### src/rtl/i2c_rs_pkg.sv
package i2c_rs_pkg;
  localparam int BYTE_W = 8;

  typedef enum logic [3:0] {
    ST_IDLE, ST_DEV, ST_DEV_ACK, ST_REG, ST_REG_ACK,
    ST_WR, ST_WR_ACK, ST_RD, ST_RD_ACK
  } st_e;

  function automatic logic [BYTE_W-1:0] ptr_inc(input logic [BYTE_W-1:0] p,
                                                input logic [BYTE_W-1:0] last);
    return (p >= last) ? '0 : p + 1'b1;
  endfunction
endpackage

### src/rtl/i2c_rs_filt.sv
module i2c_rs_filt #(
  parameter int FILT_CYC = 10,
  parameter int SYNC_LEN = 2
) (
  input  logic clk_i,
  input  logic rst_ni,
  input  logic in_i,
  output logic out_o
);
  localparam int CW = $clog2(FILT_CYC + 1);

  logic [SYNC_LEN-1:0] sync_q;
  logic [CW-1:0]       cnt_q;
  logic                out_q;
  logic                smp;

  assign smp   = sync_q[SYNC_LEN-1];
  assign out_o = out_q;

  always_ff @(posedge clk_i or negedge rst_ni) begin
    if (!rst_ni) begin
      sync_q <= '1;
      cnt_q  <= '0;
      out_q  <= 1'b1;
    end else begin
      sync_q <= {sync_q[SYNC_LEN-2:0], in_i};
      // output follows only after FILT_CYC consecutive differing samples
      if (smp != out_q) begin
        if (cnt_q == CW'(FILT_CYC - 1)) begin
          out_q <= smp;
          cnt_q <= '0;
        end else begin
          cnt_q <= cnt_q + 1'b1;
        end
      end else begin
        cnt_q <= '0;
      end
    end
  end
endmodule

### src/rtl/i2c_rs_cond.sv
module i2c_rs_cond (
  input  logic clk_i,
  input  logic rst_ni,
  input  logic scl_i,
  input  logic sda_i,
  output logic start_o,
  output logic stop_o,
  output logic rise_o,
  output logic fall_o
);
  logic scl_q, sda_q;

  always_ff @(posedge clk_i or negedge rst_ni) begin
    if (!rst_ni) begin
      scl_q <= 1'b1;
      sda_q <= 1'b1;
    end else begin
      scl_q <= scl_i;
      sda_q <= sda_i;
    end
  end

  assign start_o = scl_i & scl_q & sda_q & ~sda_i;
  assign stop_o  = scl_i & scl_q & ~sda_q & sda_i;
  assign rise_o  = ~scl_q & scl_i;
  assign fall_o  = scl_q & ~scl_i;
endmodule

### src/rtl/i2c_rs_fsm.sv
module i2c_rs_fsm
  import i2c_rs_pkg::*;
#(
  parameter logic [3:0]        DEV_PREFIX = 4'b1010,
  parameter logic [BYTE_W-1:0] LAST_ADDR  = 8'd8
) (
  input  logic              clk_i,
  input  logic              rst_ni,
  input  logic              init_done_i,
  input  logic [2:0]        strap_i,
  input  logic              sda_f_i,
  input  logic              start_i,
  input  logic              stop_i,
  input  logic              rise_i,
  input  logic              fall_i,
  input  logic              busy_i,
  input  logic [BYTE_W-1:0] rd_data_i,
  output logic              sda_pd_o,
  output logic              wr_en_o,
  output logic [BYTE_W-1:0] wr_addr_o,
  output logic [BYTE_W-1:0] wr_data_o,
  output logic              rd_en_o,
  output logic [BYTE_W-1:0] rd_addr_o
);
  localparam logic [3:0] FULL = 4'(BYTE_W);

  st_e               st_q;
  logic [3:0]        bcnt_q;
  logic [BYTE_W-1:0] sh_q, tx_q, ptr_q, ptr_nx;
  logic              rw_q, mack_q, pd_q;
  logic              load;

  assign ptr_nx    = ptr_inc(ptr_q, LAST_ADDR);
  assign rd_addr_o = ptr_q;
  assign sda_pd_o  = pd_q;
  // first byte after read address ACK, or next byte after master ACK
  assign load = fall_i && (((st_q == ST_DEV_ACK) && rw_q) ||
                           ((st_q == ST_RD_ACK) && mack_q));
  assign rd_en_o = load;

  always_ff @(posedge clk_i or negedge rst_ni) begin
    if (!rst_ni) begin
      st_q      <= ST_IDLE;
      bcnt_q    <= '0;
      sh_q      <= '0;
      tx_q      <= '0;
      ptr_q     <= '0;
      rw_q      <= 1'b0;
      mack_q    <= 1'b0;
      pd_q      <= 1'b0;
      wr_en_o   <= 1'b0;
      wr_addr_o <= '0;
      wr_data_o <= '0;
    end else begin
      wr_en_o <= 1'b0;
      if (start_i && init_done_i) begin
        st_q   <= ST_DEV;
        bcnt_q <= '0;
        pd_q   <= 1'b0;
      end else if (stop_i) begin
        st_q <= ST_IDLE;
        pd_q <= 1'b0;
      end else if (rise_i) begin
        case (st_q)
          ST_DEV, ST_REG, ST_WR, ST_RD: begin
            if (bcnt_q != FULL) begin
              sh_q   <= {sh_q[BYTE_W-2:0], sda_f_i};
              bcnt_q <= bcnt_q + 1'b1;
            end
          end
          ST_RD_ACK: mack_q <= ~sda_f_i;
          default: ;
        endcase
      end else if (fall_i) begin
        case (st_q)
          ST_DEV: begin
            if (bcnt_q == FULL) begin
              if (sh_q[7:1] == {DEV_PREFIX, strap_i}) begin
                rw_q <= sh_q[0];
                pd_q <= 1'b1;
                st_q <= ST_DEV_ACK;
              end else begin
                st_q <= ST_IDLE;
              end
            end
          end
          ST_REG: begin
            if (bcnt_q == FULL) begin
              ptr_q <= sh_q;
              pd_q  <= 1'b1;
              st_q  <= ST_REG_ACK;
            end
          end
          ST_WR: begin
            if (bcnt_q == FULL) begin
              if (!busy_i) begin
                wr_en_o   <= 1'b1;
                wr_addr_o <= ptr_q;
                wr_data_o <= sh_q;
                ptr_q     <= ptr_nx;
                pd_q      <= 1'b1;
                st_q      <= ST_WR_ACK;
              end else begin
                st_q <= ST_IDLE;
              end
            end
          end
          ST_REG_ACK, ST_WR_ACK: begin
            pd_q   <= 1'b0;
            bcnt_q <= '0;
            st_q   <= ST_WR;
          end
          ST_DEV_ACK, ST_RD_ACK: begin
            bcnt_q <= '0;
            if (load) begin
              tx_q  <= rd_data_i;
              pd_q  <= ~rd_data_i[BYTE_W-1];
              ptr_q <= ptr_nx;
              st_q  <= ST_RD;
            end else begin
              pd_q <= 1'b0;
              st_q <= (st_q == ST_DEV_ACK) ? ST_REG : ST_IDLE;
            end
          end
          ST_RD: begin
            if (bcnt_q == FULL) begin
              pd_q   <= 1'b0;
              bcnt_q <= '0;
              st_q   <= ST_RD_ACK;
            end else begin
              pd_q <= ~tx_q[BYTE_W-2];
              tx_q <= {tx_q[BYTE_W-2:0], 1'b0};
            end
          end
          default: ;
        endcase
      end
    end
  end
endmodule

### src/rtl/i2c_reg_slave.sv
module i2c_reg_slave
  import i2c_rs_pkg::*;
#(
  parameter int          FILT_CYC   = 10,
  parameter int          SYNC_LEN   = 2,
  parameter logic [3:0]  DEV_PREFIX = 4'b1010,
  parameter logic [7:0]  LAST_ADDR  = 8'd8
) (
  input  logic       clk_i,
  input  logic       rst_ni,
  input  logic       init_done_i,
  input  logic [2:0] strap_i,
  input  logic       scl_i,
  input  logic       sda_i,
  output logic       sda_pd_o,
  input  logic       busy_i,
  output logic       wr_en_o,
  output logic [7:0] wr_addr_o,
  output logic [7:0] wr_data_o,
  output logic       rd_en_o,
  output logic [7:0] rd_addr_o,
  input  logic [7:0] rd_data_i
);
  localparam int NLINE = 2;

  logic [NLINE-1:0] line_raw, line_f;
  logic scl_f, sda_f;
  logic start, stop, rise, fall;

  assign line_raw = {scl_i, sda_i};
  assign scl_f    = line_f[1];
  assign sda_f    = line_f[0];

  for (genvar g = 0; g < NLINE; g++) begin : g_filt
    i2c_rs_filt #(.FILT_CYC(FILT_CYC), .SYNC_LEN(SYNC_LEN)) u_filt (
      .clk_i (clk_i),
      .rst_ni(rst_ni),
      .in_i  (line_raw[g]),
      .out_o (line_f[g])
    );
  end

  i2c_rs_cond u_cond (
    .clk_i  (clk_i),
    .rst_ni (rst_ni),
    .scl_i  (scl_f),
    .sda_i  (sda_f),
    .start_o(start),
    .stop_o (stop),
    .rise_o (rise),
    .fall_o (fall)
  );

  i2c_rs_fsm #(.DEV_PREFIX(DEV_PREFIX), .LAST_ADDR(LAST_ADDR)) u_fsm (
    .clk_i      (clk_i),
    .rst_ni     (rst_ni),
    .init_done_i(init_done_i),
    .strap_i    (strap_i),
    .sda_f_i    (sda_f),
    .start_i    (start),
    .stop_i     (stop),
    .rise_i     (rise),
    .fall_i     (fall),
    .busy_i     (busy_i),
    .rd_data_i  (rd_data_i),
    .sda_pd_o   (sda_pd_o),
    .wr_en_o    (wr_en_o),
    .wr_addr_o  (wr_addr_o),
    .wr_data_o  (wr_data_o),
    .rd_en_o    (rd_en_o),
    .rd_addr_o  (rd_addr_o)
  );
endmodule

### config.mk
export PLATFORM = sky130hd
export DESIGN_NAME = i2c_reg_slave
export DESIGN_NICKNAME = d
export VERILOG_FILES = /design/src/rtl/i2c_rs_pkg.sv /design/src/rtl/i2c_rs_filt.sv /design/src/rtl/i2c_rs_cond.sv /design/src/rtl/i2c_rs_fsm.sv /design/src/rtl/i2c_reg_slave.sv
export SDC_FILE = /design/constraint.sdc
export NUM_CORES = 1
export LEC_CHECK = 0
export CORE_MARGIN = 8
export CORE_UTILIZATION = 45
export DETAILED_ROUTE_END_ITERATION = 10
export GPL_TIMING_DRIVEN = 0
export HOLD_SLACK_MARGIN = 0.15
export PLACE_DENSITY = 0.67
export RECOVER_POWER = 50
export SYNTH_ARGS = -nofsm -noshare
export SYNTH_HDL_FRONTEND = slang
export SYNTH_SLANG_ARGS = --single-unit
### constraint.sdc
create_clock -name clk_i -period 1.9 [get_ports clk_i]
set_input_delay 0.475 -clock clk_i [delete_from_list [all_inputs] [get_ports clk_i]]
set_output_delay 0.475 -clock clk_i [all_outputs]
set_load 0.03 [all_outputs]
==> results by group <==
Synth
  – Compound-Gate Fraction of Synth Area: 9.088%
  – Synth Area in Adders: 4.114%
  – Yosys reg bits: 67
  – Synthesized area per cell: 10.93 um^2
  – Ys async rst share: 100.0%
  – Synth cell count leaders: dfrtp_1 (59), nand2_1 (35), nor2_1 (23)
  – Synth Cell Area: 3346 um^2
  – Post-synthesis mux area share: 15.11%
  – Top post-synthesis cells by area: dfrtp_1 (44%), dfstp_2 (6.3%), mux2_2 (5.4%), mux2_4 (4.9%), mux2i_1 (4.8%)
  – Ys Warns: 0
  – Synth top area share: 44.13%
  – Post-synth top area cell: dfrtp_1
  – Top-count cell post-synth: dfrtp_1
  – Ys flop type: dfrtp_1
  – Seq/Total Area, Yosys: 50.41%
  – Post-Synth Simple-Gate Area: 14.62%
  – Library cells used by synthesis: 49
  – EDFF count, synth: 0
  – Post-Synth XOR/XNOR Area: 2.618%
  – Post-synthesis cell count: 306
  – Post-synth net total: 334
  – Main combinational cell family by area after synthesis: multiplexers

Routing
  – Vias: 2688
  – Drt pass-1 iters: 4
  – Post-Route WL: 8568 um
  – Post-DRT Antenna Nets: 0
  – Drt wl/cell: 17.00 um
  – Detailed Route Iter0 Violations: 110
  – DR DRC count: 0
  – Vias per cell: 5.333

STA
  – RSZ-0062 raised after global routing: yes
  – Setup Viol. Count Final: 36
  – Clock skew: 0.008945 ns
  – Worst slew pin tran: 0.8539 ns
  – Fin crit share: 113.0%
  – Fin crit period: 2.147 ns
  – Final hold vios: 0
  – Slew headroom: 43.08%
  – Max Clock Freq: 465.7 MHz
  – WHS: 0.2326 ns
  – Max-slew violations: 0
  – Final setup margin: -0.2472 ns

Pwr
  – VDD IR-drop max: 0.4023 mV
  – Switching share of power: 23.56%
  – Net Sw Power: 687.3 uW
  – Clock Power Share: 40.5%
  – P_int: 2.231 mW
  – Logic pwr share: 7.8%
  – Pwr dens: 614.4 nW/um^2
  – Reg power frac: 51.7%
  – Pwr Total: 2.918 mW
  – Leakage power: 2.323 nW

Setup path
  – Worst r2r path cells: 5
  – WP data arrival: 1.67 ns
  – Worst Path Class, Setup: reg -> out
  – Top delay family on crit path: flip-flops
  – R2R Setup Slk: -0.23 ns
  – CP max stage cell: dfstp_2
  – Worst EP required: 1.42 ns
  – CP cell instances: ha_4, nand4b_1, a21boi_4, buf_6
  – Worst-path fanout max: 3
  – Worst r2r src: g_filt[0].u_filt.out_o$_DFFE_PN1P_
  – Bufs and invs on worst path: 1
  – Worst setup SP type: flop
  – Crit-path max cell delay: 0.57 ns
  – RR Endpoint: u_fsm.wr_data_o[2]$_DFFE_PN0P_
  – Crit. End Element: primary output

GRT
  – Vias in the first global route: 2698
  – Antenna violations before repair: 0
  – Gr usage total: 16.52%
  – Largest net degree at the start of global routing: 68
  – First-pass GRT wire length: 13330 um
  – GRT overflow: 0

Finish
  – Post-route non-filler standard cell count: 504
  – Layout cells sized above 1: 38.27%
  – Area of the multi-input gates: 1779 um^2
  – Syn-to-layout area delta: 41.96%
  – Seq. cell area: 1689 um^2
  – Diodes inserted: 0
  – Nets@finish: 428
  – Fill count: 562
  – Non-Filler Cell Area, Final: 4750 um^2

Clock tree
  – Clk root buf: clkbuf_8
  – Clk_lat worst skew: 0.35 ns
  – Sink Count: 67
  – Htree depth: 3
  – Clock Tree Buf Depth: 2
  – CTS Buf Count: 9
  – CTS tree: built
  – Clk slew on worst S/H paths: 0.07 ns

Floorplan
  – FP Rows: 31
  – DIE WIDTH: 102.2 um
  – I/O pin count: 44
  – Die area: 10450 um^2
  – Starting density of the core: 46.38%
  – Core Area: 7214 um^2
  – Die H: 102.2 um

Placement
  – Dpl cell area: 3939 um^2
  – DP HPWL: 4798 um
  – Port bufs: 43
  – Routability Congestion: 0.8512
  – Dpl cells: 448
  – Dpl ws: -0.5693 ns

Min path
  – Hold Crit Class: in -> async

Status
  – Outcome: complete, but fails checks
  – Failing checks: negative setup slack

Run
  – Max-capacitance violation count: 0
-- routing by layer --
metal	GRT usage [%]	part of all wire, %	up-vias
met5	0	0	-
met4	9.368	3.2	0
met3	3.406	4.5	28
met2	27.24	51	92
met1	19.60	41	1306
li1	-	-	1262
-- worst max-delay path by stage --
stage | cells after the start | to | slack [ns] | from
after floorplan | 8 | u_fsm.wr_addr_o[3]$_DFFE_PN0P_ | -0.14 | u_fsm.bcnt_q[0]$_DFFE_PN0P_
after global placement | 1 | u_fsm.wr_addr_o[2]$_DFFE_PN0P_ | -1.95 | rst_ni
after detailed placement | 4 | rd_en_o | -0.57 | u_cond.scl_q$_DFF_PN1_
after CTS | 4 | rd_en_o | -0.22 | u_cond.scl_q$_DFF_PN1_
after global routing | 4 | rd_en_o | -0.30 | u_cond.scl_q$_DFF_PN1_
final | 4 | rd_en_o | -0.25 | u_cond.scl_q$_DFF_PN1_
-- flip-flops by register name, indices dropped and copies added (netlist names) --
name,cells
u_fsm.bcnt_q,4
u_fsm.rw_q,1
g_filt.u_filt.cnt_q,8
g_filt.u_filt.out_o,2
u_fsm.wr_data_o,8
g_filt.u_filt.sync_q,4
u_fsm.sda_pd_o,1
u_cond.scl_q,1
u_fsm.st_q,4
u_fsm.wr_addr_o,8
u_fsm.wr_en_o,1
u_cond.sda_q,1
u_fsm.rd_addr_o,8
u_fsm.sh_q,8
u_fsm.tx_q,7
u_fsm.mack_q,1
-- layout by cell type, fill, tap and decap left out, types with 3 or more instances in the layout --
cell,count
a21oi_1,3
a31oi_1,3
buf_4,27
buf_6,15
clkbuf_8,11
clkdlybuf4s50_1,27
dfrtp_1,57
dfstp_2,8
dlygate4sd2_1,9
dlymetal6s2s_1,3
ha_1,7
ha_4,3
inv_1,15
inv_2,6
mux2_2,14
mux2_4,13
mux2i_1,16
nand2_1,23
nand2_2,10
nand2b_1,3
nand3_1,4
nand3_2,3
nand3b_1,3
nand4_1,4
nand4b_1,4
nor2_1,21
nor3_1,4
o21ai_0,9
o21ai_1,8
o21ai_2,4
xnor2_1,6
xor2_1,4
-- final cells by class --
cell class	count	share of cell area, %
sequential	67	35.56
multi-input combinational	209	37.46
clock buffer	12	3.056
tap	99	2.608
clock inverter	4	1.027
timing repair buffer	82	16.57
inverter	21	1.660
buffer	10	2.055
-- cells by family (layout without fill, tap and decap cells) --
group                      after synthesis  after routing
buffers and inverters                   31            129
xor gates and xnor gates                10             10
adders and majority gates               11             11
and+or+nand+nor                         97             98
muxes                                   43             43
DFF                                     67             67
AOI/OAI and AO/OA                       47             47
-- power by group through the flow --
stage	clock network, mW	registers (mW)	logic [mW]
after floorplan	0	1.53	0.0909
after global placement	0	1.53	0.167
after detailed placement	0	1.54	0.173
after CTS	1.21	1.51	0.207
after global routing	1.27	1.51	0.257
final	1.18	1.51	0.228
-- stage by stage --
step	setup TNS (ns)	utilization, %
5_1_grt	-7.705	65.83
3_3_place_gp	-143.77	54.63
3_5_place_dp	-19.20	54.60
2_1_floorplan	-1.590	-
6_report	-5.234	65.83
4_1_cts	-3.174	62.30
-- repair_timing --
item / in CTS / in global routing
pin swaps: 12 / 15
setup buffers: 26 / 12
resized for setup: 59 / 62
hold buffers: 0 / 0
setup endpoints to repair: 55 / 50
gates cloned: 3 / 0
No activity file was read; power rests on OpenSTA's default activity.
